## config.mk

```make
export PLATFORM = sky130hd
export DESIGN_NAME = ovp_strobe_filter
export DESIGN_NICKNAME = d
export VERILOG_FILES = /design/src/rtl/ovp_filt_pkg.sv /design/src/rtl/ovp_strobe_timer.sv /design/src/rtl/ovp_hit_counter.sv /design/src/rtl/ovp_fault_latch.sv /design/src/rtl/ovp_strobe_filter.sv
export SDC_FILE = /design/constraint.sdc
export NUM_CORES = 1
export LEC_CHECK = 0
export BUFFER_PORTS_ARGS = -buffer_cell sky130_fd_sc_hd__buf_2
export CORE_MARGIN = 3
export CORE_UTILIZATION = 33
export CTS_CLUSTER_SIZE = 10
export DETAILED_ROUTE_END_ITERATION = 12
export MAX_ROUTING_LAYER = met4
export REMOVE_ABC_BUFFERS = 1
export SYNTH_ARGS = -nofsm -noshare
export SYNTH_HDL_FRONTEND = slang
export SYNTH_SLANG_ARGS = --single-unit
```

## constraint.sdc

```tcl
create_clock -name clk -period 5.65 [get_ports clk]
set_input_delay 0.2825 -clock clk [delete_from_list [all_inputs] [get_ports clk]]
set_output_delay 0.2825 -clock clk [all_outputs]
set_load 0.02 [all_outputs]
```

## src/rtl/ovp_filt_pkg.sv

```systemverilog
package ovp_filt_pkg;

    // Phase of the strobe timer within one oscillator cycle.
    typedef enum logic [1:0] {
        PH_IDLE = 2'd0,   // switch not yet off in this cycle
        PH_WAIT = 2'd1,   // off, waiting out the blanking delay
        PH_DONE = 2'd2    // this cycle's single sample already taken
    } strobe_phase_e;

    // One sample event handed from the timer to the counter.
    typedef struct packed {
        logic fire;   // sampling edge of this cycle
        logic flag;   // comparator value captured there
    } sample_t;

    // Operation applied to the consecutive-hit counter.
    typedef enum logic [1:0] {
        CNT_HOLD = 2'd0,
        CNT_INC  = 2'd1,
        CNT_CLR  = 2'd2
    } cnt_op_e;

    // Saturating increment used by the hit counter.
    function automatic int unsigned sat_inc(int unsigned v, int unsigned lim);
        return (v >= lim) ? lim : v + 1;
    endfunction

endpackage

```

## src/rtl/ovp_strobe_timer.sv

```systemverilog
module ovp_strobe_timer
    import ovp_filt_pkg::*;
#(
    parameter int unsigned STROBE_DLY = 220
) (
    input  logic    clk,
    input  logic    rst,
    input  logic    gate_off,
    input  logic    cycle_start,
    input  logic    flag_in,
    output sample_t smp
);
    localparam int unsigned TW = $clog2(STROBE_DLY + 1);
    localparam logic [TW-1:0] DLY_V = TW'(STROBE_DLY);
    localparam logic [TW-1:0] ONE_V = TW'(1);

    strobe_phase_e phase_q;
    logic [TW-1:0] elapsed_q;
    logic          at_strobe;

    assign at_strobe = (phase_q == PH_WAIT) && (elapsed_q == DLY_V);

    // A new cycle or a fresh turn-off on the same edge cancels the sample.
    always_comb begin
        smp.fire = at_strobe && !cycle_start && !gate_off;
        smp.flag = flag_in;
    end

    always_ff @(posedge clk) begin
        if (rst) begin
            phase_q   <= PH_IDLE;
            elapsed_q <= '0;
        end else if (cycle_start) begin
            phase_q   <= gate_off ? PH_WAIT : PH_IDLE;
            elapsed_q <= ONE_V;
        end else begin
            unique case (phase_q)
                PH_IDLE: begin
                    if (gate_off) begin
                        phase_q   <= PH_WAIT;
                        elapsed_q <= ONE_V;
                    end
                end
                PH_WAIT: begin
                    if (gate_off) begin
                        elapsed_q <= ONE_V;
                    end else if (elapsed_q == DLY_V) begin
                        phase_q <= PH_DONE;
                    end else begin
                        elapsed_q <= elapsed_q + ONE_V;
                    end
                end
                PH_DONE: phase_q <= PH_DONE;
                default: phase_q <= PH_IDLE;
            endcase
        end
    end
endmodule

```

## src/rtl/ovp_hit_counter.sv

```systemverilog
module ovp_hit_counter
    import ovp_filt_pkg::*;
#(
    parameter int unsigned HIT_LIMIT = 4,
    parameter int unsigned CW = $clog2(HIT_LIMIT + 1)
) (
    input  logic          clk,
    input  logic          rst,
    input  logic          fault_clear,
    input  logic          cycle_start,
    input  logic          fault_q,
    input  sample_t       smp,
    output logic [CW-1:0] hit_cnt,
    output logic          limit_reached
);
    localparam logic [CW-1:0] LAST_V = CW'(HIT_LIMIT - 1);

    logic    cyc_hit_q;
    cnt_op_e op;

    always_comb begin
        if (fault_clear)             op = CNT_CLR;
        else if (fault_q)            op = CNT_HOLD;
        else if (cycle_start)        op = cyc_hit_q ? CNT_HOLD : CNT_CLR;
        else if (smp.fire && smp.flag) op = CNT_INC;
        else                         op = CNT_HOLD;
    end

    assign limit_reached = (op == CNT_INC) && (hit_cnt == LAST_V);

    always_ff @(posedge clk) begin
        if (rst) begin
            hit_cnt   <= '0;
            cyc_hit_q <= 1'b0;
        end else begin
            unique case (op)
                CNT_CLR:  hit_cnt <= '0;
                CNT_INC:  hit_cnt <= CW'(sat_inc(int'(hit_cnt), HIT_LIMIT));
                default:  hit_cnt <= hit_cnt;
            endcase
            if (fault_clear || cycle_start)
                cyc_hit_q <= 1'b0;
            else if (smp.fire && smp.flag)
                cyc_hit_q <= 1'b1;
        end
    end
endmodule

```

## src/rtl/ovp_fault_latch.sv

```systemverilog
module ovp_fault_latch (
    input  logic clk,
    input  logic rst,
    input  logic set_i,
    input  logic clear_i,
    output logic fault_q
);
    always_ff @(posedge clk) begin
        if (rst || clear_i) fault_q <= 1'b0;
        else if (set_i)     fault_q <= 1'b1;
    end
endmodule

```

## src/rtl/ovp_strobe_filter.sv

```systemverilog
module ovp_strobe_filter
    import ovp_filt_pkg::*;
#(
    parameter int unsigned STROBE_DLY = 220,
    parameter int unsigned HIT_LIMIT  = 4
) (
    input  logic clk,
    input  logic rst,
    input  logic gate_off,
    input  logic cycle_start,
    input  logic ovp_flag,
    input  logic fault_clear,
    output logic fault_out
);
    localparam int unsigned CW = $clog2(HIT_LIMIT + 1);

    sample_t       smp;
    logic          smp_fire;
    logic [CW-1:0] hit_cnt;
    logic          limit_reached;

    assign smp_fire = smp.fire;

    ovp_strobe_timer #(.STROBE_DLY(STROBE_DLY)) u_timer (
        .clk(clk), .rst(rst), .gate_off(gate_off), .cycle_start(cycle_start),
        .flag_in(ovp_flag), .smp(smp)
    );

    ovp_hit_counter #(.HIT_LIMIT(HIT_LIMIT), .CW(CW)) u_count (
        .clk(clk), .rst(rst), .fault_clear(fault_clear), .cycle_start(cycle_start),
        .fault_q(fault_out), .smp(smp), .hit_cnt(hit_cnt),
        .limit_reached(limit_reached)
    );

    ovp_fault_latch u_latch (
        .clk(clk), .rst(rst), .set_i(limit_reached), .clear_i(fault_clear),
        .fault_q(fault_out)
    );
endmodule

```

# Yosys cells after proc, flatten, opt, wreduce, memory -nomap -nowiden
# Cells that the tools add are included.
dict set report word_totals {
  output_inout_bits 1
  reg_bits 15
  input_bits 6
  word_cells 57
}
dict set report classes {
  eq_ne 12
  reduce_logical 18
  muxes 18
  add_sub_neg 2
  magnitude_cmp 1
}
# op count
set ops {}
lappend ops {{8-bit two-way mux} 3}
lappend ops {{2-bit two-way mux} 8}
lappend ops {{8-bit one-hot mux with 2 select lines} 1}
lappend ops {{3-bit inequality test (second input constant)} 4}
lappend ops {{3-bit AND reduction} 3}
lappend ops {{8-bit by 1-bit adder with 8-bit output (second input constant)} 1}
lappend ops {{8-bit == test (second input constant)} 1}
lappend ops {{2-bit one-hot mux with 3 select lines} 1}
lappend ops {{3-bit one-hot mux with 2 select lines} 1}
lappend ops {{1-bit logical AND} 5}
lappend ops {{2-bit by 1-bit == test with 1-bit output (second input constant)} 2}
lappend ops {{2-bit == test (second input constant)} 2}
lappend ops {{4-bit inequality test (second input constant)} 1}
lappend ops {{2-bit nonzero test} 2}
lappend ops {{2-bit OR reduction} 2}
lappend ops {{3-bit by 1-bit adder with 3-bit output (second input constant)} 1}
lappend ops {{3-bit by 2-bit == test with 1-bit output (second input constant)} 1}
lappend ops {{3-bit greater-or-equal comparator (second input constant)} 1}
lappend ops {{1-bit two-way mux} 3}
lappend ops {{3-bit two-way mux} 1}
lappend ops {{3-bit nonzero test} 1}
lappend ops {{1-bit logical NOT} 2}
lappend ops {{2-bit logical NOT} 1}
lappend ops {{1-bit logical OR} 2}
lappend ops {{2-bit inequality test (second input constant)} 1}

# Depth between registers and ports, before layout
dict set report logic_depth {
  ltp_word 11
  mapped_depth 10
  ltp_nobuf 10
}

# Cells and area by module
# From an unflattened synthesis, not the netlist that was laid out.
dict set report unflattened {
  cells_unflattened 103
  area_unflattened_um2 932.1
}
# mod cells_each area_per_inst_um2 instances
set by_module_without_submodules {}
lappend by_module_without_submodules {ovp_strobe_timer 73 661.9 1}
lappend by_module_without_submodules {ovp_hit_counter 27 236.5 1}
lappend by_module_without_submodules {ovp_fault_latch 3 33.8 1}

# Worst setup path after synthesis
# No wires, ideal clock.
dict set report synth_timing {
  path_type {register to register}
  startpoint {reg u_timer.elapsed_q[0]}
  endpoint {reg u_count.hit_cnt[0]}
  period_less_slack_ns 1.832
  arrival_time_ns 1.767
  stages_incl_launch_ff 11
  path_slack_ns 3.818
  cell_sequence {dfxtp_1 -> inv_1 -> ha_1 -> nand4_1 -> nor2_1 -> nand4b_1 -> nor3_1 -> ha_1 -> nor4b_1 -> a21oi_1 -> nor2_1}
}
dict set report synth_via {
  elab_chain_len 11
  word_cells_on_any_way 13
  cone_classes {3 x eq/ne; 5 x mux; 5 x reduce/logical}
}
# item line
set synth_rtl {}
lappend synth_rtl {{start: declaration} ovp_strobe_timer.sv:18} ;# logic [TW-1:0] elapsed_q;
lappend synth_rtl {{start signal: assignment} ovp_strobe_timer.sv:50} ;# elapsed_q <= elapsed_q + ONE_V;
lappend synth_rtl {{8-bit == test *} ovp_strobe_timer.sv:21} ;# assign at_strobe = (phase_q == PH_WAIT) && (elapsed_q == DLY_V);
lappend synth_rtl {{1-bit logical AND *} ovp_strobe_timer.sv:21}
lappend synth_rtl {{1-bit logical AND * (2 in a row)} ovp_strobe_timer.sv:25} ;# smp.fire = at_strobe && !cycle_start && !gate_off;
lappend synth_rtl {{1-bit logical AND *} ovp_hit_counter.sv:25} ;# else if (smp.fire && smp.flag) op = CNT_INC;
lappend synth_rtl {{1-bit two-way mux *} ovp_hit_counter.sv:25}
lappend synth_rtl {{2-bit two-way mux *} ovp_hit_counter.sv:24} ;# else if (cycle_start) op = cyc_hit_q ? CNT_HOLD : CNT_CLR;
lappend synth_rtl {{2-bit two-way mux *} ovp_hit_counter.sv:23} ;# else if (fault_q) op = CNT_HOLD;
lappend synth_rtl {{2-bit two-way mux *} ovp_hit_counter.sv:22} ;# if (fault_clear) op = CNT_CLR;
lappend synth_rtl {{2-bit by 1-bit == test with 1-bit output / 2-bit == test (equally long branches)} ovp_hit_counter.sv:36} ;# unique case (op)
lappend synth_rtl {{3-bit one-hot mux with 2 select lines / 2-bit nonzero test (equally long branches)} -}
lappend synth_rtl {{end signal: assignment} ovp_hit_counter.sv:38} ;# CNT_INC: hit_cnt <= CW'(sat_inc(int'(hit_cnt), HIT_LIMIT));
lappend synth_rtl {{end signal: assignment} ovp_hit_counter.sv:39} ;# default: hit_cnt <= hit_cnt;
lappend synth_rtl {{end: declaration} ovp_hit_counter.sv:13} ;# output logic [CW-1:0] hit_cnt,
# Every way passes the cells marked *; elsewhere a longest branch is shown, timed or not.
# A chain may end at the register's enable or synchronous reset.

# Worst setup path in the final report
dict set report layout_timing {
  startpoint {reg u_timer.elapsed_q[0]}
  endpoint {reg u_count.hit_cnt[1]}
}
# The elaborated chain is that of the path after synthesis.

==> metrics.md <==
| Metric | Value |
|---|---|
| Post-synth EDFFs | 0 |
| Top FF cell, synth | dfxtp_1 |
| Chip height | 57.5 um |
| Synth top area share | 34.3% |
| Clock H-tree levels | 1 |
| Largest net degree at the start of global routing | 15 |
| Post-route ant nets | 0 |
| Relative slew margins | 67.1% |
| Unique masters post-synth | 31 |
| Post-synth top cells | dfxtp_1, a21oi_1, nor2_1 |
| Final Cycle Share | 37.6% |
| Gpl congestion | 0.720 |
| Hold buffers post-CTS | 0 |
| Initial antenna violation count | 0 |
| Clk_lat worst skew | 0.29 ns |
| Post-route minimum period | 2.12 ns |
| Achievable frequency | 0.471 GHz |
| CP Capture Type | register |
| Worst r2r src | u_timer.elapsed_q[0]$_SDFFE_PP0P_ |
| Status | completed |
| Resized Gates After CTS | 0 |
| Worst endpoint data arrival time | 2.35 ns |
| Vias in the first global route | 765 |
| Asr flop ratio synth | 0% |
| Pwr Total | 0.192 mW |
| Leakage power | 0.320 nW |
| Register area share after synthesis | 34.3% |
| CP required | 5.87 ns |
| Synth Area per Inst | 8.19 um^2 |
| WHS Endpoint | u_latch.fault_q$_SDFFE_PP0P_ |
| Total congestion overflow | 0 |
| Clk sink count | 15 |
| Fill cell count | 270 |
| Core area | 2500 um^2 |
| CTS tree | yes |
| Setup_tns | 0 ns |
| Post-layout util | 38.5% |
| Mapped Area | 876 um^2 |
| Pins Over Slew Limit | 0 |
| Storage element area | 300 um^2 |
| Skew final | 0.00950 ns |
| Die W | 57.5 um |
| Unrepaired setup endpoints after global routing | false |
| Pwr per Cell Area | 199 nW/um^2 |
| R2R depth | 10 |
| FF+latch count, synth | 15 |
| Ys Warns | 0 |
| Vias | 807 |
| Hold wc startpoint | fault_clear |
| Max FO, Critical Path | 6 |
| Leading area contributor after synthesis | dfxtp_1 |
| Port bufs | 6 |
| Worst vdd ir | 166 uV |
| Num CTS Buffers | 3 |
| Hold Crit Class | in -> reg |
| Area growth, synth to finish | 9.86% |
| Starting Density | 35.0% |
| Max-Cap Viols | 0 |
| Number of diodes | 0 |
| CP startpoint kind | register |
| Hold depth | 2 |
| Clock-pin slew on the worst setup and hold paths | 0.09 ns |
| Critical path class | reg -> reg |
| Rows | 18 |
| Final setup viols | 0 |
| CTS Buffer Depth | 2 |
| First DRT Iteration DRCs | 14 |
| Fin. Hold Viols | 0 |
| DP Wirelength | 1340 um |
| Post-route DRC | 0 |
| Cell count after synthesis | 107 |
| # nets final | 130 |
| Global-route wire length before repair | 3120 um |
| Clock root buffer | clkbuf_4 |
| Synth area leaders | dfxtp_1, ha_1, a21oi_1, nor2_1, inv_1 |
| IO Pins | 7 |
| WL/cell | 12.4 um |
| Most frequent cell after synthesis | dfxtp_1 |
| Worst-margin pin slew | 0.494 ns |
| Share of cells above drive strength 1 | 11.3% |
| Setup Buffers After CTS | 0 |
| Final Routed Wirelength | 1810 um |
| Die footprint | 3310 um^2 |
| Vias per cell | 5.57 |
| Multi-input logic area | 529 um^2 |
| DR pass1 iterations | 4 |
| RR Endpoint | u_count.hit_cnt[1]$_SDFFE_PP0P_ |
| Flop2flop setup slack | 3.53 ns |
| Gr usage total | 12.4% |
[layout by cell type, fill, tap and decap left out, types with 3 or more instances in the layout]
cell type	n
a21oi_1	12
buf_2	6
clkbuf_4	3
dfxtp_1	15
ha_1	8
inv_1	10
nand2_1	6
nand3_1	3
nor2_1	11
nor2b_1	3
nor3_1	3
o21ai_0	5
o31ai_1	4
or4_1	4
[how the worst max path moves through the flow]
stage,startpoint,endpoint,cells after the start
finish,u_timer.elapsed_q[0]$_SDFFE_PP0P_,u_count.hit_cnt[1]$_SDFFE_PP0P_,10
CTS,u_timer.elapsed_q[0]$_SDFFE_PP0P_,u_count.hit_cnt[1]$_SDFFE_PP0P_,10
global placement,u_timer.elapsed_q[0]$_SDFFE_PP0P_,u_count.hit_cnt[1]$_SDFFE_PP0P_,10
global route,u_timer.elapsed_q[0]$_SDFFE_PP0P_,u_count.hit_cnt[1]$_SDFFE_PP0P_,10
floorplan,u_timer.elapsed_q[0]$_SDFFE_PP0P_,u_count.hit_cnt[0]$_SDFFE_PP0P_,10
detailed placement,u_timer.elapsed_q[0]$_SDFFE_PP0P_,u_count.hit_cnt[1]$_SDFFE_PP0P_,10
[state kept, by name, summed over array words and instances, names as in the netlist]
register and count:
u_latch.fault_q 1, u_count.cyc_hit_q 1, u_timer.elapsed_q 8, u_timer.phase_q 2
u_count.hit_cnt 3
[layout make-up]
| cell class | instances | share of cell area (%) |
|---|---|---|
| clock buffer | 3 | 2.34 |
| clock inverter | 1 | 0.520 |
| inverter | 10 | 3.90 |
| multi-input combinational | 80 | 55.0 |
| sequential | 15 | 31.2 |
| tap | 30 | 3.90 |
| timing repair buffer | 6 | 3.12 |
[report_power, final]
part	total, mW	internal (mW)	switching [mW]
clock network	0.0606	0.0263	0.0343
logic	0.0230	0.00894	0.0141
registers	0.108	0.107	0.00121
total	0.192	0.142	0.0496
[critical path, cell delays in order, from the launching register on]
cell and delay, ns:
dfxtp_1 0.36, inv_1 0.07, ha_1 0.15, nand4_1 0.16
nor2_1 0.18, nand4b_1 0.14, nor3_1 0.19, ha_1 0.32
nor4bb_1 0.32, a21oi_1 0.07, nor2_1 0.09
[layer usage]
metal | part of all wire, % | up-vias | track usage, %
met5 | 0 | - | -
met4 | 1.2 | 0 | 4.64
met3 | 4.5 | 5 | 4.07
met2 | 47 | 12 | 21.0
met1 | 48 | 385 | 13.4
li1 | - | 405 | -
[through the flow]
stage,instances,hold slack (ns),worst slack (ns),cell area [um^2]
global placement,141,0.451,3.68,935
finish,145,0.216,3.53,962
global route,145,0.220,3.33,962
floorplan,105,0.352,3.82,867
detailed placement,141,0.460,3.61,935
CTS,145,0.209,3.53,962
[cell families (layout without fill, tap and decap cells)]
logic type / count (synthesis) / count (layout) / synth area share [%]
compound gates: 28 / 28 / 19.4
flops: 15 / 15 / 34.3
simple gates: 43 / 43 / 27.9
mux: 1 / 1 / 1.71
buf+inv: 12 / 20 / 5.29
fa+ha+maj: 8 / 8 / 11.4
(Power assumes the default switching activity.)
